==> config.mk <==
export PLATFORM = sky130hd
export DESIGN_NAME = burst_eff_mon
export DESIGN_NICKNAME = d
export VERILOG_FILES = /design/src/rtl/burst_eff_pkg.sv /design/src/rtl/beff_divider.sv /design/src/rtl/beff_sat_acc.sv /design/src/rtl/burst_eff_mon.sv
export SDC_FILE = /design/constraint.sdc
export NUM_CORES = 1
export LEC_CHECK = 0
export ABC_AREA = 0
export CELL_PAD_IN_SITES_DETAIL_PLACEMENT = 2
export CELL_PAD_IN_SITES_GLOBAL_PLACEMENT = 2
export CORE_ASPECT_RATIO = 1.1
export CORE_MARGIN = 1.5
export CORE_UTILIZATION = 41
export DETAILED_ROUTE_END_ITERATION = 10
export GPL_ROUTABILITY_DRIVEN = 0
export PLACE_DENSITY = 0.88
export SYNTH_ARGS = -nofsm -noshare
export SYNTH_HDL_FRONTEND = slang
export SYNTH_SLANG_ARGS = --single-unit
==> constraint.sdc <==
create_clock -name clk -period 19.6 [get_ports clk]
set_input_delay 2.94 -clock clk [delete_from_list [all_inputs] [get_ports clk]]
set_output_delay 2.94 -clock clk [all_outputs]
set_load 0.01 [all_outputs]
==> src/rtl/burst_eff_pkg.sv <==
package burst_eff_pkg;

  // Q0.fw share of the bus filled by a beat of 2^sz bytes on a 2^lg-byte bus.
  // A full-width or wider size is clamped to the largest representable value.
  function automatic int unsigned lane_share(input int unsigned sz,
                                             input int unsigned lg,
                                             input int unsigned fw);
    if (sz >= lg) return (32'd1 << fw) - 32'd1;
    return 32'd1 << (fw - lg + sz);
  endfunction

endpackage

==> src/rtl/beff_divider.sv <==
module beff_divider #(
  parameter int NW = 10,
  parameter int QW = 16
) (
  input  logic          clk,
  input  logic          rst_n,
  input  logic          start,
  input  logic [NW-1:0] num,
  input  logic [NW-1:0] den,
  output logic          busy,
  output logic          done,
  output logic [QW-1:0] quo
);
  localparam int CW = $clog2(QW);

  logic          busy_q, busy_d, done_q, done_d;
  logic [NW-1:0] rem_q, rem_d, den_q, den_d;
  logic [QW-1:0] quo_q, quo_d;
  logic [CW-1:0] cnt_q, cnt_d;
  logic [NW:0]   rem_sh;
  logic          take;

  always_comb begin
    rem_sh = {rem_q, 1'b0};
    take   = rem_sh >= {1'b0, den_q};
    busy_d = busy_q;
    done_d = 1'b0;
    rem_d  = rem_q;
    den_d  = den_q;
    quo_d  = quo_q;
    cnt_d  = cnt_q;
    if (start) begin
      rem_d  = num;
      den_d  = den;
      cnt_d  = '0;
      busy_d = 1'b1;
    end else if (busy_q) begin
      rem_d = take ? NW'(rem_sh - {1'b0, den_q}) : rem_sh[NW-1:0];
      quo_d = {quo_q[QW-2:0], take};
      cnt_d = cnt_q + 1'b1;
      if (cnt_q == CW'(QW-1)) begin
        busy_d = 1'b0;
        done_d = 1'b1;
      end
    end
  end

  always_ff @(posedge clk or negedge rst_n) begin
    if (!rst_n) begin
      busy_q <= 1'b0;
      done_q <= 1'b0;
      rem_q  <= '0;
      den_q  <= '0;
      quo_q  <= '0;
      cnt_q  <= '0;
    end else begin
      busy_q <= busy_d;
      done_q <= done_d;
      rem_q  <= rem_d;
      den_q  <= den_d;
      quo_q  <= quo_d;
      cnt_q  <= cnt_d;
    end
  end

  assign busy = busy_q;
  assign done = done_q;
  assign quo  = quo_q;

  // completion strobe lasts one cycle
  a_r6_done_pulse: assert property (@(posedge clk) disable iff (!rst_n)
    done_q |=> !done_q);
  // a new transaction never lands on a running division (input rule)
  a_r6_start_idle: assert property (@(posedge clk) disable iff (!rst_n)
    start |-> !busy_q);
  // the partial remainder stays below the divisor, so the quotient is a fraction
  a_r3_rem_bound: assert property (@(posedge clk) disable iff (!rst_n)
    busy_q |-> rem_q < den_q);
endmodule

==> src/rtl/beff_sat_acc.sv <==
module beff_sat_acc #(
  parameter int CW = 32,
  parameter int IW = 17
) (
  input  logic          clk,
  input  logic          rst_n,
  input  logic          clr,
  input  logic          en,
  input  logic [IW-1:0] inc,
  output logic [CW-1:0] acc
);
  localparam int SW = ((CW > IW) ? CW : IW) + 1;

  logic [CW-1:0] acc_q, acc_d;
  logic [SW-1:0] sum;

  always_comb begin
    sum   = SW'(acc_q) + SW'(inc);
    acc_d = acc_q;
    if (clr)
      acc_d = '0;
    else if (en)
      acc_d = (sum > SW'({CW{1'b1}})) ? {CW{1'b1}} : CW'(sum);
  end

  always_ff @(posedge clk or negedge rst_n) begin
    if (!rst_n) acc_q <= '0;
    else        acc_q <= acc_d;
  end

  assign acc = acc_q;

  // a total never wraps downward unless cleared
  a_r7_no_wrap: assert property (@(posedge clk) disable iff (!rst_n)
    !clr |=> acc_q >= $past(acc_q));
  // clear zeroes the total at that edge
  a_r8_clr_zero: assert property (@(posedge clk) disable iff (!rst_n)
    clr |=> acc_q == '0);
endmodule

==> src/rtl/burst_eff_mon.sv <==
module burst_eff_mon
  import burst_eff_pkg::*;
#(
  parameter int BUS_BYTES = 8,
  parameter int BEAT_W    = 9,
  parameter int OVH_W     = 8,
  parameter int FRAC_W    = 16,
  parameter int CNT_W     = 32
) (
  input  logic              clk,
  input  logic              rst_n,
  input  logic              clr,
  input  logic              addr_valid,
  input  logic              addr_ready,
  input  logic [2:0]        addr_size,
  input  logic              data_valid,
  input  logic              data_ready,
  input  logic              data_last,
  output logic              metric_valid,
  output logic [BEAT_W-1:0] txn_beats,
  output logic [OVH_W-1:0]  txn_ovh,
  output logic [FRAC_W-1:0] len_factor,
  output logic [FRAC_W-1:0] width_factor,
  output logic [FRAC_W-1:0] total_factor,
  output logic [CNT_W-1:0]  tot_beats,
  output logic [CNT_W-1:0]  tot_ovh,
  output logic [CNT_W-1:0]  tot_bytes
);
  localparam int LANE_LG = $clog2(BUS_BYTES);
  localparam int DEN_W   = ((BEAT_W > OVH_W) ? BEAT_W : OVH_W) + 1;
  localparam int INC_W   = BEAT_W + 8;
  localparam int NACC    = 3;

  logic a_hs, d_hs, end_hs;
  assign a_hs   = addr_valid & addr_ready;
  assign d_hs   = data_valid & data_ready;
  assign end_hs = d_hs & data_last;

  // address-phase overhead and size capture
  logic [OVH_W-1:0]  ovh_run_q, ovh_run_d, ovh_cap_q, ovh_cap_d, ovh_inc;
  logic [2:0]        sz_cap_q, sz_cap_d;
  // data beat counting
  logic [BEAT_W-1:0] beat_run_q, beat_run_d, n_end;
  // values handed to the divider
  logic [BEAT_W-1:0] calc_beats_q, calc_beats_d;
  logic [OVH_W-1:0]  calc_ovh_q, calc_ovh_d;
  logic [2:0]        calc_sz_q, calc_sz_d;
  // published results
  logic              mv_q;
  logic [BEAT_W-1:0] out_beats_q, out_beats_d;
  logic [OVH_W-1:0]  out_ovh_q, out_ovh_d;
  logic [FRAC_W-1:0] len_q, len_d, wid_q, wid_d;

  logic              div_busy, div_done;
  logic [FRAC_W-1:0] div_quo;
  logic [DEN_W-1:0]  div_num, div_den;

  always_comb begin
    ovh_inc = (ovh_run_q == {OVH_W{1'b1}}) ? ovh_run_q : ovh_run_q + 1'b1;
    n_end   = (beat_run_q == {BEAT_W{1'b1}}) ? beat_run_q : beat_run_q + 1'b1;

    ovh_run_d = ovh_run_q;
    ovh_cap_d = ovh_cap_q;
    sz_cap_d  = sz_cap_q;
    if (a_hs) begin
      ovh_cap_d = ovh_inc;
      sz_cap_d  = addr_size;
      ovh_run_d = '0;
    end else if (addr_valid) begin
      ovh_run_d = ovh_inc;
    end

    beat_run_d = beat_run_q;
    if (end_hs)    beat_run_d = '0;
    else if (d_hs) beat_run_d = n_end;

    calc_beats_d = calc_beats_q;
    calc_ovh_d   = calc_ovh_q;
    calc_sz_d    = calc_sz_q;
    if (end_hs) begin
      calc_beats_d = n_end;
      calc_ovh_d   = ovh_cap_q;
      calc_sz_d    = sz_cap_q;
    end

    out_beats_d = out_beats_q;
    out_ovh_d   = out_ovh_q;
    len_d       = len_q;
    wid_d       = wid_q;
    if (div_done) begin
      out_beats_d = calc_beats_q;
      out_ovh_d   = calc_ovh_q;
      len_d       = div_quo;
      wid_d       = FRAC_W'(lane_share(32'(calc_sz_q), LANE_LG, FRAC_W));
    end
  end

  always_ff @(posedge clk or negedge rst_n) begin
    if (!rst_n) begin
      ovh_run_q    <= '0;
      ovh_cap_q    <= '0;
      sz_cap_q     <= '0;
      beat_run_q   <= '0;
      calc_beats_q <= '0;
      calc_ovh_q   <= '0;
      calc_sz_q    <= '0;
      mv_q         <= 1'b0;
      out_beats_q  <= '0;
      out_ovh_q    <= '0;
      len_q        <= '0;
      wid_q        <= '0;
    end else begin
      ovh_run_q    <= ovh_run_d;
      ovh_cap_q    <= ovh_cap_d;
      sz_cap_q     <= sz_cap_d;
      beat_run_q   <= beat_run_d;
      calc_beats_q <= calc_beats_d;
      calc_ovh_q   <= calc_ovh_d;
      calc_sz_q    <= calc_sz_d;
      mv_q         <= div_done;
      out_beats_q  <= out_beats_d;
      out_ovh_q    <= out_ovh_d;
      len_q        <= len_d;
      wid_q        <= wid_d;
    end
  end

  assign div_num = DEN_W'(n_end);
  assign div_den = DEN_W'(n_end) + DEN_W'(ovh_cap_q);

  beff_divider #(.NW(DEN_W), .QW(FRAC_W)) u_div (
    .clk   (clk),
    .rst_n (rst_n),
    .start (end_hs),
    .num   (div_num),
    .den   (div_den),
    .busy  (div_busy),
    .done  (div_done),
    .quo   (div_quo)
  );

  logic [NACC-1:0][INC_W-1:0] acc_inc;
  logic [NACC-1:0][CNT_W-1:0] acc_val;
  assign acc_inc[0] = INC_W'(n_end);
  assign acc_inc[1] = INC_W'(ovh_cap_q);
  assign acc_inc[2] = INC_W'(n_end) << sz_cap_q;

  for (genvar g = 0; g < NACC; g++) begin : g_tot
    beff_sat_acc #(.CW(CNT_W), .IW(INC_W)) u_acc (
      .clk   (clk),
      .rst_n (rst_n),
      .clr   (clr),
      .en    (end_hs),
      .inc   (acc_inc[g]),
      .acc   (acc_val[g])
    );
  end

  assign metric_valid = mv_q;
  assign txn_beats    = out_beats_q;
  assign txn_ovh      = out_ovh_q;
  assign len_factor   = len_q;
  assign width_factor = wid_q;
  assign total_factor = FRAC_W'((2*FRAC_W)'(len_q) * (2*FRAC_W)'(wid_q) >> FRAC_W);
  assign tot_beats    = acc_val[0];
  assign tot_ovh      = acc_val[1];
  assign tot_bytes    = acc_val[2];

  // a last beat never lands while the previous division runs (input rule)
  a_r2_end_idle: assert property (@(posedge clk) disable iff (!rst_n)
    end_hs |-> !div_busy);
  // every reported transaction carries at least one overhead cycle
  a_r1_ovh_nonzero: assert property (@(posedge clk) disable iff (!rst_n)
    metric_valid |-> txn_ovh != '0);
  // a reported length factor is never zero
  a_r3_len_nonzero: assert property (@(posedge clk) disable iff (!rst_n)
    metric_valid |-> len_factor != '0);
  // a reported width factor is never zero
  a_r4_width_nonzero: assert property (@(posedge clk) disable iff (!rst_n)
    metric_valid |-> width_factor != '0);
  // published results hold between strobes
  a_r6_hold: assert property (@(posedge clk) disable iff (!rst_n)
    !div_done |=> $stable(len_factor) && $stable(txn_beats));
endmodule

Word-level counts from Yosys, hierarchy flattened

Cells that the tools add are included.
W data, S select, Z words.

$add $sub $neg: 9
Multiply operators: 1
$lt $le $gt $ge: 5
Equal/unequal tests: 3
Shift operators: 2
Mux-type cells: 30
Bitwise gates (word level): 4
Reductions and logical operators: 5

Operator list:

| operator               | count |
|---|---|
| $mux W32               | 9 |
| $gt A33 B32 Y1 const B | 3 |
| $add A32 B17 Y33       | 1 |
| $add A32 B8 Y33        | 1 |
| $add A32 B9 Y33        | 1 |
| $mul A16 B16 Y32       | 1 |
| $mux W16               | 2 |
| $mux W10               | 3 |
| $mux W9                | 3 |
| $mux W8                | 3 |
| $shl A9 B3 Y17         | 1 |
| $shl A1 B5 Y16 const A | 1 |
| $ge A11 B10 Y1         | 1 |
| $add A9 B8 Y10         | 1 |
| $sub A10 B10 Y10       | 1 |
| $add A9 B1 Y9 const B  | 1 |
| $eq A9 B9 Y1 const B   | 1 |
| $add A8 B1 Y8 const B  | 1 |
| $eq A8 B8 Y1 const B   | 1 |
| $mux W1                | 8 |
| $mux W4                | 2 |
| $reduce_bool A2 Y1     | 4 |
| $add A4 B3 Y5 const A  | 1 |
| $add A4 B1 Y4 const B  | 1 |
| other kinds (5)        | 7 |

Register bits after elaboration: 236
Input port bits: 11
Output and inout bits: 162

Logic depth before layout (Yosys ltp)

Depth after elaboration: 8
Depth in mapped cells: 25

Hierarchy

A second synthesis with hierarchy kept.

Cell total of the unflattened synthesis: 2,359
Area total of the unflattened synthesis: 21,982.3 µm²

By module, submodules not included:

| module                            | times used | cells each | area an instance (µm²) | seq. area each (µm²) |
|---|---|---|---|---|
| burst_eff_mon                     | 1          | 1,308      | 12,453.2               | 2,277.2 |
| beff_sat_acc (g_tot[0].u_acc ...) | 2          | 265        | 2,393.5                | 800.8 |
| beff_sat_acc (g_tot[2].u_acc)     | 1          | 282        | 2,553.7                | 800.8 |
| beff_divider                      | 1          | 239        | 2,188.3                | 1,051.0 |

Worst setup path after synthesis

OpenSTA, ideal clock, no wires.

Path kind: register -> output
From: reg wid_q[7] (netlist: width_factor[7])
To: out total_factor[14]
Arrival time: 6.434 ns
Data required time: 16.660 ns
Path slack: 10.226 ns
Stages on the path, launching flop included: 22
Buffers on the path: 2
Cells stage by stage: dfrtp_1 -> clkbuf_1 -> buf_1 -> nand2_1 -> fa_1 -> fa_1 -> fa_1 -> inv_1 -> ha_1 -> fa_1 -> inv_1 -> fa_1 -> inv_1 -> ha_1 -> a2111o_1 -> a2111oi_4 -> a21oi_2 -> a41oi_2 -> o21bai_2 -> a211o_2 -> a21oi_2 -> xnor2_1

Word-level cells in the longest chain between the ends: 1

RTL lines:

| item                     | RTL line             | source |
|---|---|---|
| start: declaration       | burst_eff_mon.sv:52  | `logic [FRAC_W-1:0] len_q, len_d, wid_q, wid_d;` |
| start signal: assignment | burst_eff_mon.sv:124 | `wid_q <= wid_d;` |
| $mul A16 B16 Y32         | burst_eff_mon.sv:164 | `assign total_factor = FRAC_W'((2*FRAC_W)'(len_q) * (2*FRAC_W)'(wid_q) >> FRAC_W);` |
| end: declaration         | burst_eff_mon.sv:24  | `output logic [FRAC_W-1:0] total_factor,` |

No other way between the ends.

Worst setup path in the final report

Same ends and word-level chain as after synthesis.

==> impl_metrics.toml <==
[setup_path]
setup.worst_path.start_class = "flip-flop"
worstSetupPathType = "flip-flop to output port"
r2r-start = "beat_run_q[0]"
r2r_slack_ns = 13.93
critPathCaptureType = "output port"
crit_fanout = 28
r2r_cells = 18
crit_required_ns = 16.66
arrival_ns = 8.51
r2r-end = "g_tot[2].u_acc.acc[25]"

[routing]
drtIter0Drc = 723
totalWireLength_um = 69400
drc = 0
drtAntennaViolNets = 0
dr.pass1.iters = 5
vias = 16685
wl_per_cell_um = 23.4
via_per_inst = 5.63

[synth]
synth_nets = 2556
avgSynthCellArea_sq_um = 9.39
synth_ff_type = "dfrtp_1"
ys_seq_area_frac = 0.279
synth-seq-cells = 229
netlist_instances = 2186
syn_area_sq_mm = 0.0205
yosysTopAreaCell = "dfrtp_1"
yosys_warnings = 0
synth.area.top_cells = "dfrtp_1 (28%), fa_1 (19%), ha_1 (9.8%)"
synth_cell_types = 79
synth_edf_count = 0
postSynth.asyncResetShare = 1.00
synth_top_area_frac = 0.279

[clocking]
clockBufferDepth = 3
cts_sinks = 229
cts_tree = "yes"
cts_resized = 0
clkLatencyLatePin_ns = 0.56
path_clk_slew_ns = 0.06
cts_setup_buffers = 0
numCtsBuffers = 25
cts_hold_buf = 0
htree_num_levels = 1
ctsRootBufferMaster = "clkbuf_16"

[global_routing]
grt_pass1_wl_um = 112000
grt_start_max_net_pins = 98
grt-ovfl-total = 0
antenna_found_initial = 1
first_global_vias = 19693
grt_use_total = 0.275

[sta]
setup_viol = 0
fmax_mhz = 87.4
tns_ns = 0
tightest_slew_ns = 1.16
hold_viol = 0
finalClockSkew_ns = 0.0255
min_period_ns = 11.45
drv_slew = 0
fin_crit_sh = 0.584
max_slew_margin = 0.220
rsz0062_at_grt = "no"

[flow_run]
cap_violations = 0

[floorplanning]
design.core.area_sq_mm = 0.0491
initial_core_util = 0.418
io_pins = 173
fp.dieW_um = 216
dieArea_sq_mm = 0.0514
die_h_um = 238
rows = 85

[final_layout]
fin_nets = 2664
drive_gt1_frac = 0.0632
diodes = 0
areaGrowthSynthToFinish_pct = 14.8

[min_path]
min_to = "calc_beats_q[6]"
min-delay-start = "calc_beats_q[6]"
hold_class = "flip-flop to flip-flop"
hold_depth = 2

[place]
portBuffers = 172
hpwlAfterDp_um = 52900

[outcome]
outcome = "finished clean"
[critical path, cell delays in order, from the launching register on]
cell	delay, ns
dfrtp_1	0.96
nand2_1	0.44
inv_1	0.34
fa_1	0.45
inv_1	0.09
fa_1	0.44
fa_1	0.58
inv_1	0.08
ha_1	0.33
fa_1	0.56
inv_1	0.07
fa_1	0.54
inv_1	0.05
ha_1	0.32
a2111o_1	0.43
a2111oi_4	0.35
a21oi_2	0.13
a41oi_2	0.35
o21bai_2	0.22
a211o_2	0.36
a21oi_2	0.15
xnor2_1	0.13
clkdlybuf4s50_1	0.56
[metal layers]
layer / track usage / wire length, um / vias to the layer above
met1: 0.320 / 27000 / 8766
met2: 0.515 / 37500 / 322
met3: 0.0379 / 2830 / 118
met4: 0.0922 / 1990 / 0
met5: 0 / 0 / -
li1: - / - / 7479
[logic make-up after synthesis]
group           after synthesis  synth area share
xor+xnor                     65            0.0277
buf+inv                     411            0.0769
fa+ha+maj                   359             0.292
compound gates              382             0.124
mux                          91            0.0480
flops                       229             0.279
simple gates                649             0.153
[synthesized netlist by cell type (17+ instances only)]
master    count
inv_1       311
dfrtp_1     229
nand3_1      40
a211oi_1     19
o21ai_0      76
a21oi_1     101
a31oi_1      22
nor3_1       59
and3_1       26
o21bai_1     17
mux2i_1      32
xnor2_1      42
clkbuf_1     82
a21o_1       25
nand2_1     237
nor2_1      126
xor2_1       23
and2_1       76
ha_1        160
fa_1        199
mux2_2       59
a311oi_1     37
[metrics by stage]
stage | utilization | instance area, sq um | setup WS [ns] | hold slack (ns) | instances
floorplan | - | 20500 | 10.23 | 0.352 | 2186
global placement | 0.462 | 22700 | 9.12 | 0.456 | 2919
detailed placement | 0.462 | 22700 | 8.57 | 0.469 | 2919
CTS | 0.479 | 23500 | 7.99 | 0.486 | 2963
global route | 0.479 | 23500 | 7.65 | 0.511 | 2963
finish | 0.479 | 23500 | 8.15 | 0.477 | 2963
[final cells by class]
cell class	instances	area [sq um]
Clock buffer	30	654
Sequential cell	229	5730
Multi-Input combinational cell	1546	13200
Timing Repair Buffer	180	1780
Tap cell	652	816
Fill cell	5228	25600
Inverter	312	1170
Clock inverter	14	170
[cells in the final DEF (no fill, tap or decap), drive strengths merged, types with 5 or more instances in the layout]
| cell | n |
|---|---|
| xor2 | 23 |
| a311oi | 37 |
| clkinv | 9 |
| inv | 313 |
| o31ai | 9 |
| a21oi | 104 |
| clkbuf | 30 |
| nor2b | 10 |
| o22ai | 8 |
| and3 | 27 |
| o211ai | 6 |
| nand2 | 237 |
| xnor2 | 42 |
| a21o | 27 |
| nor3b | 5 |
| nor2 | 126 |
| o21bai | 18 |
| o21ai | 78 |
| mux2 | 59 |
| and4 | 12 |
| dfrtp | 229 |
| and2 | 77 |
| nand3 | 41 |
| o22a | 6 |
| o21a | 14 |
| nand4 | 11 |
| clkdlybuf4s50 | 170 |
| nand2b | 10 |
| a31oi | 22 |
| nor4 | 12 |
| nor3 | 59 |
| ha | 160 |
| a211oi | 19 |
| mux2i | 32 |
| or2 | 8 |
| fa | 199 |
| a31o | 7 |
| buf | 10 |
[how the worst max path moves through the flow]
stage,start,end,slack (ns),cells after the start
after floorplan,width_factor[7],total_factor[14],10.23,21
after global placement,width_factor[7],total_factor[14],9.12,22
after detailed placement,width_factor[7],total_factor[14],8.57,22
after CTS,width_factor[7],total_factor[14],7.99,22
after global routing,width_factor[7],total_factor[14],7.65,22
final,width_factor[7],total_factor[14],8.15,22
[state kept, by name, summed over array words and instances, names as in the netlist]
name             cells
ovh_run_q            8
txn_ovh              8
calc_ovh_q           8
ovh_cap_q            8
u_div.rem_q         10
len_factor          16
sz_cap_q             3
u_div.quo           16
width_factor         9
u_div.den_q         10
beat_run_q           9
u_div.busy           1
txn_beats            9
u_div.done           1
g_tot.u_acc.acc     96
calc_sz_q            3
u_div.cnt_q          4
metric_valid         1
calc_beats_q         9
Power is left out: the tool's default activity adds up to more than one toggle a clock period on the data nets, which glitch-free logic cannot reach.
